$ cat config.mk
export PLATFORM = sky130hd
export DESIGN_NAME = ldst_req_master
export DESIGN_NICKNAME = d
export VERILOG_FILES = /design/src/rtl/ldst_pkg.sv /design/src/rtl/ldst_tmo.sv /design/src/rtl/ldst_ctrl.sv /design/src/rtl/ldst_dpath.sv /design/src/rtl/ldst_req_master.sv
export SDC_FILE = /design/constraint.sdc
export NUM_CORES = 1
export LEC_CHECK = 0
export BUFFER_PORTS_ARGS = -buffer_cell sky130_fd_sc_hd__buf_4
export CORE_AREA = 4 4 150 152
export DETAILED_ROUTE_END_ITERATION = 12
export DIE_AREA = 0 0 154 156
export GPL_TIMING_DRIVEN = 0
export HOLD_SLACK_MARGIN = 0.15
export PLACE_DENSITY = 0.74
export SLEW_MARGIN = 30
export SYNTH_ARGS = -nofsm -noshare
export SYNTH_HDL_FRONTEND = slang
export SYNTH_HIERARCHICAL = 1
export SYNTH_SLANG_ARGS = --single-unit
$ cat constraint.sdc
create_clock -name clk_i -period 5.4 [get_ports clk_i]
set_clock_uncertainty 0.15 [all_clocks]
set_input_delay 1.08 -clock clk_i [delete_from_list [all_inputs] [get_ports clk_i]]
set_output_delay 1.08 -clock clk_i [all_outputs]
set_load 0.02 [all_outputs]
$ cat src/rtl/ldst_pkg.sv
package ldst_pkg;
  typedef enum logic [2:0] {
    ST_IDLE,  // no transaction
    ST_ADDR,  // address outstanding
    ST_LDAT,  // load: waiting for data
    ST_SPUL,  // store: data pulse
    ST_SDRN   // store: waiting for busy to fall
  } ldst_st_e;

  typedef enum logic [1:0] {
    END_OK,
    END_EXC,
    END_TMO
  } ldst_end_e;
endpackage

$ cat src/rtl/ldst_tmo.sv
module ldst_tmo #(
  parameter int TMO_W = 16
) (
  input  logic             clk_i,
  input  logic             rst_ni,
  input  logic             clr_i,
  input  logic             run_i,
  input  logic [TMO_W-1:0] limit_i,
  output logic             expire_o
);
  logic [TMO_W-1:0] cnt_q;

  always_ff @(posedge clk_i or negedge rst_ni) begin
    if (!rst_ni)    cnt_q <= '0;
    else if (clr_i) cnt_q <= '0;
    else if (run_i) cnt_q <= cnt_q + TMO_W'(1);
  end

  assign expire_o = run_i && (limit_i != '0) && (cnt_q == limit_i - TMO_W'(1));
endmodule

$ cat src/rtl/ldst_ctrl.sv
module ldst_ctrl
  import ldst_pkg::*;
(
  input  logic      clk_i,
  input  logic      rst_ni,
  input  logic      fire_i,
  input  logic      is_st_i,
  input  logic      abort_i,
  input  logic      busy_i,
  input  logic      ack_i,
  input  logic      exc_i,
  input  logic      ld_vld_i,
  input  logic      expire_i,
  output ldst_st_e  state_o,
  output logic      clr_o,
  output logic      done_o,
  output ldst_end_e kind_o,
  output logic      ld_cap_o,
  output logic      abort_o
);
  ldst_st_e st_q, st_d;
  logic     abort_q;

  always_comb begin
    st_d     = st_q;
    done_o   = 1'b0;
    kind_o   = END_OK;
    ld_cap_o = 1'b0;
    unique case (st_q)
      ST_IDLE: if (fire_i) st_d = ST_ADDR;
      ST_ADDR: begin
        if (exc_i) begin
          done_o = 1'b1; kind_o = END_EXC; st_d = ST_IDLE;
        end else if (ack_i) begin
          st_d = is_st_i ? ST_SPUL : ST_LDAT;
        end else if (expire_i) begin
          done_o = 1'b1; kind_o = END_TMO; st_d = ST_IDLE;
        end
      end
      ST_LDAT: begin
        if (exc_i) begin
          done_o = 1'b1; kind_o = END_EXC; st_d = ST_IDLE;
        end else if (ld_vld_i) begin
          done_o = 1'b1; ld_cap_o = 1'b1; st_d = ST_IDLE;
        end else if (expire_i) begin
          done_o = 1'b1; kind_o = END_TMO; st_d = ST_IDLE;
        end
      end
      ST_SPUL: begin
        if (exc_i) begin
          done_o = 1'b1; kind_o = END_EXC; st_d = ST_IDLE;
        end else begin
          st_d = ST_SDRN;
        end
      end
      ST_SDRN: begin
        if (exc_i) begin
          done_o = 1'b1; kind_o = END_EXC; st_d = ST_IDLE;
        end else if (!busy_i) begin
          done_o = 1'b1; st_d = ST_IDLE;
        end else if (expire_i) begin
          done_o = 1'b1; kind_o = END_TMO; st_d = ST_IDLE;
        end
      end
      default: st_d = ST_IDLE;
    endcase
    // abort overrides every completion
    if (abort_i && st_q != ST_IDLE) begin
      st_d     = ST_IDLE;
      done_o   = 1'b0;
      ld_cap_o = 1'b0;
    end
  end

  always_ff @(posedge clk_i or negedge rst_ni) begin
    if (!rst_ni) begin
      st_q    <= ST_IDLE;
      abort_q <= 1'b0;
    end else begin
      st_q    <= st_d;
      abort_q <= abort_i && (st_q != ST_IDLE);
    end
  end

  assign state_o = st_q;
  assign clr_o   = (st_d != st_q);
  assign abort_o = abort_q;
endmodule

$ cat src/rtl/ldst_dpath.sv
module ldst_dpath
  import ldst_pkg::*;
#(
  parameter int ADDR_W = 48,
  parameter int DATA_W = 64,
  parameter int LEN_W  = 4
) (
  input  logic              clk_i,
  input  logic              rst_ni,
  input  logic              fire_i,
  input  logic              is_st_i,
  input  logic [ADDR_W-1:0] addr_i,
  input  logic [LEN_W-1:0]  len_i,
  input  logic [DATA_W-1:0] wdata_i,
  input  logic              done_i,
  input  ldst_end_e         kind_i,
  input  logic              ld_cap_i,
  input  logic [DATA_W-1:0] ld_data_i,
  output logic              is_st_o,
  output logic [ADDR_W-1:0] addr_o,
  output logic [LEN_W-1:0]  len_o,
  output logic [DATA_W-1:0] wdata_o,
  output logic              rsp_valid_o,
  output logic [DATA_W-1:0] rsp_rdata_o,
  output logic              rsp_exc_o,
  output logic              rsp_tmo_o
);
  always_ff @(posedge clk_i or negedge rst_ni) begin
    if (!rst_ni) begin
      is_st_o <= 1'b0;
      addr_o  <= '0;
      len_o   <= '0;
      wdata_o <= '0;
    end else if (fire_i) begin
      is_st_o <= is_st_i;
      addr_o  <= addr_i;
      len_o   <= len_i;
      wdata_o <= wdata_i;
    end
  end

  always_ff @(posedge clk_i or negedge rst_ni) begin
    if (!rst_ni) begin
      rsp_valid_o <= 1'b0;
      rsp_rdata_o <= '0;
      rsp_exc_o   <= 1'b0;
      rsp_tmo_o   <= 1'b0;
    end else begin
      rsp_valid_o <= done_i;
      if (done_i) begin
        rsp_rdata_o <= ld_cap_i ? ld_data_i : '0;
        rsp_exc_o   <= (kind_i == END_EXC);
        rsp_tmo_o   <= (kind_i == END_TMO);
      end
    end
  end
endmodule

$ cat src/rtl/ldst_req_master.sv
module ldst_req_master
  import ldst_pkg::*;
#(
  parameter int ADDR_W = 48,
  parameter int DATA_W = 64,
  parameter int LEN_W  = 4,
  parameter int TMO_W  = 16
) (
  input  logic              clk_i,
  input  logic              rst_ni,
  input  logic              cmd_valid_i,
  output logic              cmd_ready_o,
  input  logic              cmd_is_st_i,
  input  logic [ADDR_W-1:0] cmd_addr_i,
  input  logic [LEN_W-1:0]  cmd_len_i,
  input  logic [DATA_W-1:0] cmd_wdata_i,
  input  logic              abort_i,
  input  logic [TMO_W-1:0]  tmo_limit_i,
  output logic              rsp_valid_o,
  output logic [DATA_W-1:0] rsp_rdata_o,
  output logic              rsp_exc_o,
  output logic              rsp_tmo_o,
  output logic              pt_ld_o,
  output logic              pt_st_o,
  output logic [ADDR_W-1:0] pt_addr_o,
  output logic              pt_addr_vld_o,
  output logic [LEN_W-1:0]  pt_len_o,
  output logic              pt_abort_o,
  input  logic              pt_busy_i,
  input  logic              pt_addr_ack_i,
  input  logic              pt_exc_i,
  input  logic              pt_ld_vld_i,
  input  logic [DATA_W-1:0] pt_ld_data_i,
  output logic              pt_st_vld_o,
  output logic [DATA_W-1:0] pt_st_data_o
);
  ldst_st_e  state;
  ldst_end_e kind;
  logic      fire, clr, done, ld_cap, expire, run, active, is_st_q;

  assign cmd_ready_o = (state == ST_IDLE) && !pt_busy_i;
  assign fire        = cmd_valid_i && cmd_ready_o;
  assign active      = (state != ST_IDLE);
  assign run         = (state == ST_ADDR) || (state == ST_LDAT) || (state == ST_SDRN);

  ldst_ctrl u_ctrl (
    .clk_i    (clk_i),
    .rst_ni   (rst_ni),
    .fire_i   (fire),
    .is_st_i  (is_st_q),
    .abort_i  (abort_i),
    .busy_i   (pt_busy_i),
    .ack_i    (pt_addr_ack_i),
    .exc_i    (pt_exc_i),
    .ld_vld_i (pt_ld_vld_i),
    .expire_i (expire),
    .state_o  (state),
    .clr_o    (clr),
    .done_o   (done),
    .kind_o   (kind),
    .ld_cap_o (ld_cap),
    .abort_o  (pt_abort_o)
  );

  ldst_tmo #(.TMO_W(TMO_W)) u_tmo (
    .clk_i    (clk_i),
    .rst_ni   (rst_ni),
    .clr_i    (clr),
    .run_i    (run),
    .limit_i  (tmo_limit_i),
    .expire_o (expire)
  );

  ldst_dpath #(.ADDR_W(ADDR_W), .DATA_W(DATA_W), .LEN_W(LEN_W)) u_dpath (
    .clk_i       (clk_i),
    .rst_ni      (rst_ni),
    .fire_i      (fire),
    .is_st_i     (cmd_is_st_i),
    .addr_i      (cmd_addr_i),
    .len_i       (cmd_len_i),
    .wdata_i     (cmd_wdata_i),
    .done_i      (done),
    .kind_i      (kind),
    .ld_cap_i    (ld_cap),
    .ld_data_i   (pt_ld_data_i),
    .is_st_o     (is_st_q),
    .addr_o      (pt_addr_o),
    .len_o       (pt_len_o),
    .wdata_o     (pt_st_data_o),
    .rsp_valid_o (rsp_valid_o),
    .rsp_rdata_o (rsp_rdata_o),
    .rsp_exc_o   (rsp_exc_o),
    .rsp_tmo_o   (rsp_tmo_o)
  );

  assign pt_ld_o       = active && !is_st_q;
  assign pt_st_o       = active && is_st_q;
  assign pt_addr_vld_o = active;
  assign pt_st_vld_o   = (state == ST_SPUL);
endmodule

==> summary.md <==
| Metric | Value |
|---|---|
| Final setup violating endpoints | 0 |
| Final Hold Fails | 0 |
| Synthesis Warnings | 6 |
| Post-CTS Hold Fix Bufs | 0 |
| Core Util, Final | roughly 62% |
| Pleak | 0.00624 µW |
| Met2 Use GR | between 30% and 40% |
| Global route overflow | 0 |
| Max Freq | between 200 and 250 MHz |
| Global-route wire length before repair | 43200 µm |
| Starting Density | 42.6% |
| Die height | approximately 160 µm |
| Worst R2R End | u_tmo/cnt_q[9] |
| GR Util All Layers | between 20% and 30% |
| Routed vias/inst | 5.00 |
| CP required | between 5 and 6 ns |
| Commonest non-fill, non-tap cell in the layout | buf_4 |
| Syn_nets | approximately 970 |
| CTS tree | yes |
| HPWL Detailed | 21600 µm |
| Crit-path leading delay family | simple AND/OR/NAND/NOR gates |
| Critical path endpoint category | register |
| Pwr Total | between 4000 and 5000 µW |
| Peak supply drop | 0.156 mV |
| Post-synth EDFFs | 0 |
| Bufs on Longest Clock Path | 3 |
| Setup crit start kind | primary input |
| H-tree depth | 1 |
| Tmin final | 4.89 ns |
| CP max stage cell | or3_1 |
| Overall routed net length | roughly 28000 µm |
| Outcome | complete, no violations |
| Reg-to-reg slack, setup | 0.95 ns |
| Top Usage Layer GRT | met2 |
| CTS buffer count | 23 |
| Slew @ Worst Pin | between 0.5 and 0.6 ns |
| Met1 global-route usage | 26.5% |
| GP Congestion | 0.850 |
| Total of max-cap violations | 0 |
| DRT Pass-1 Iters | 4 |
| Crit path DAT | roughly 5.2 ns |
| Number of global-route vias before repair | 7665 |
| Largest net degree at the start of global routing | 74 |
| Sequential share of the synthesized area | 57.0% |
| Prevailing post-synth register cell | dfrtp_1 |
| Cells along the critical path | buf_4, inv_1, ha_1, clkbuf_1, nand3_1, or3b_1, a31oi_1, o32ai_1, nor4_4, o21ai_0, o2111a_1, o221ai_1, clkbuf_2, o2111ai_1, nor2_1, nand3_1, or3_1, a21oi_1 |
| Clock sink count | 204 |
| Period Utilization, post-route | 90.6% |
| Crit path kind | primary input to register |
| R2R cell count | 16 |
| Crit path top cell by count | nand3_1 |
| Core region area | 21000 µm² |
| RSZ-0062 raised after global routing | no |
| Worst-skew pair later-pin latency | between 0.4 and 0.5 ns |
| M3 GR Usage | 5.16% |
| Area growth, synth to finish | 46.1% |
| Register bit total from synthesis | 204 |
| CTS root buffer | clkbuf_16 |
| Pwr dens | 368 nW/µm² |
| Commonest cells after routing, fill and taps aside | buf_4 (392), dfrtp_1 (204), mux2_2 (88) |
| Reg clk slew, reported paths | 0.06 ns |
| CP Buf/Inv Count | 4 |
| Die area | 24000 µm² |
| Drt wl/cell | 19.0 µm |
| I/O pin cnt | 394 |
| Total number of vias | 7368 |
| DRC Markers | 0 |
| Mean Syn Cell Area | 11.8 µm² |
| Share of post-route cells with drive strength above 1 | 48.7% |
| Critical Path Sink | u_tmo/cnt_q[9] |
| Critical Path Max Stage Delay | 0.43 ns |
| Max-slew violations | 0 |
| # port buffers | around 400 |
| FFs w/ async S/R, synth | 100% |
| 1st-iter DRT viols | 515 |
| Row cnt | 53 |
| Post-synthesis instance total | 761 |
| HP Class | register to register |
| Antenna violations before repair | 2 |
| Chip Width | 154 µm |
| Worst Setup SP | tmo_limit_i[0] |
| Post-Syn Area | 8960 µm² |
| Worst-path fanout max | 9 |
| Reg2reg start | u_ctrl/state_o[2] |
| Fin nets | 1389 |
| Netlist cell types | 55 |
| ANT nets after route | 0 |
| Max_slew headroom | approximately 62% |
| Stages on worst setup path | 18 |
[metal layers]
metal / part of all wire (%) / routed length, µm
met1: 37 / 10500
met2: 52 / 14500
met3: 7.0 / 1960
met4: 3.6 / 1020
met5: 0 / 0
[cell type report]
| type | count | area, µm² |
|---|---|---|
| multi-input cells | 439 | 3350 |
| flip-flops and latches | 204 | 5100 |
| fillers | 1688 | 7930 |
| diodes | 2 | 5.00 |
| clock buffers | 32 | 639 |
| repair buffers | 395 | 3010 |
| inverters | 72 | 270 |
| plain buffers | 46 | 243 |
| clock inverters | 8 | 119 |
| well taps | 275 | 344 |
[synth_stat cells (3+ instances only)]
library cell | instances | share of area, %
mux2_4 | 30 | 5.0
ha_1 | 3 | 0.42
nor3_1 | 7 | 0.39
buf_2 | 19 | 1.1
clkbuf_1 | 16 | 0.67
buf_1 | 5 | 0.21
xnor2_1 | 16 | 1.6
and2_1 | 4 | 0.28
nor4_1 | 5 | 0.35
nand3_1 | 75 | 4.2
mux2_2 | 88 | 11
nand2_1 | 17 | 0.71
or3_1 | 4 | 0.28
o21ai_0 | 78 | 4.4
nand3b_1 | 7 | 0.59
xor2_1 | 16 | 1.6
buf_6 | 6 | 0.75
or3b_1 | 3 | 0.29
nand4b_1 | 3 | 0.29
dfrtp_1 | 204 | 57
nand4_1 | 4 | 0.28
and3_1 | 3 | 0.21
a21oi_1 | 9 | 0.50
inv_1 | 72 | 3.0
nor2b_1 | 4 | 0.28
nor2_1 | 28 | 1.2
[cell families (layout without fill, tap and decap cells)]
kind of cell / Yosys count / count (layout) / share of synthesized area (%)
compound gates: 110 / 110 / 6.96
buf+inv: 118 / 553 / 5.71
flops: 204 / 204 / 57.0
xor+xnor: 32 / 32 / 3.13
mux: 119 / 119 / 16.2
other cells: 0 / 2 / 0
simple gates: 175 / 175 / 10.6
fa+ha+maj: 3 / 3 / 0.419
[per-stage QoR]
stage / TNS (ns) / std cells / hold slack [ns] / worst slack (ns) / area, µm²
floorplan: 0 / 761 / 0.379 / 0.704 / 8960
global placement: -16.75 / 1429 / 0.340 / -0.314 / 12300
detailed placement: -18.31 / 1431 / 0.343 / -0.348 / 12300
CTS: 0 / 1471 / 0.359 / 0.197 / 13100
global route: 0 / 1473 / 0.366 / 0.166 / 13100
finish: 0 / 1473 / 0.356 / 0.507 / 13100
[worst min-delay path by stage]
stage / start / to / cells after the start
after floorplan: u_tmo/cnt_q[15] / u_tmo/cnt_q[15] / 2
after global placement: u_dpath/len_o[3] / u_dpath/len_o[3] / 1
after detailed placement: u_dpath/addr_o[36] / u_dpath/addr_o[36] / 1
after CTS: u_dpath/wdata_o[4] / u_dpath/wdata_o[4] / 1
after global routing: u_dpath/wdata_o[55] / u_dpath/wdata_o[55] / 1
final: u_dpath/wdata_o[10] / u_dpath/wdata_o[10] / 1
[worst register-to-register path: stages, from the launching register on]
cell and delay [ns]:
dfrtp_1 0.49, xor2_1 0.18, o21a_1 0.12, clkbuf_1 0.28
nand3_1 0.13, nor4_1 0.31, nand4b_1 0.20, nor4_4 0.47
o21ai_0 0.17, o2111a_1 0.17, o221ai_1 0.16, clkbuf_2 0.26
o2111ai_1 0.20, nor2_1 0.22, nand3_1 0.27, or3_1 0.43
a21oi_1 0.16
[report_power, final]
group,switching (µW),total (µW),internal (µW)
clock network,601,1570,967
logic,689,1330,639
registers,143,1920,1780
[flip-flops by register name, summed over array words and instances, names as in the netlist, 3 cells and up]
name                 count
u_ctrl/state_o           3
u_dpath/addr_o          48
u_dpath/len_o            4
u_dpath/rsp_rdata_o     64
u_dpath/wdata_o         64
u_tmo/cnt_q             16
[what timing repair did]
item                                    4_1_cts  5_1_grt
gates resized for setup                       0        4
buffers inserted                              0        0
endpoints found under the setup margin        0       70
No activity file was read; power rests on OpenSTA's default activity.
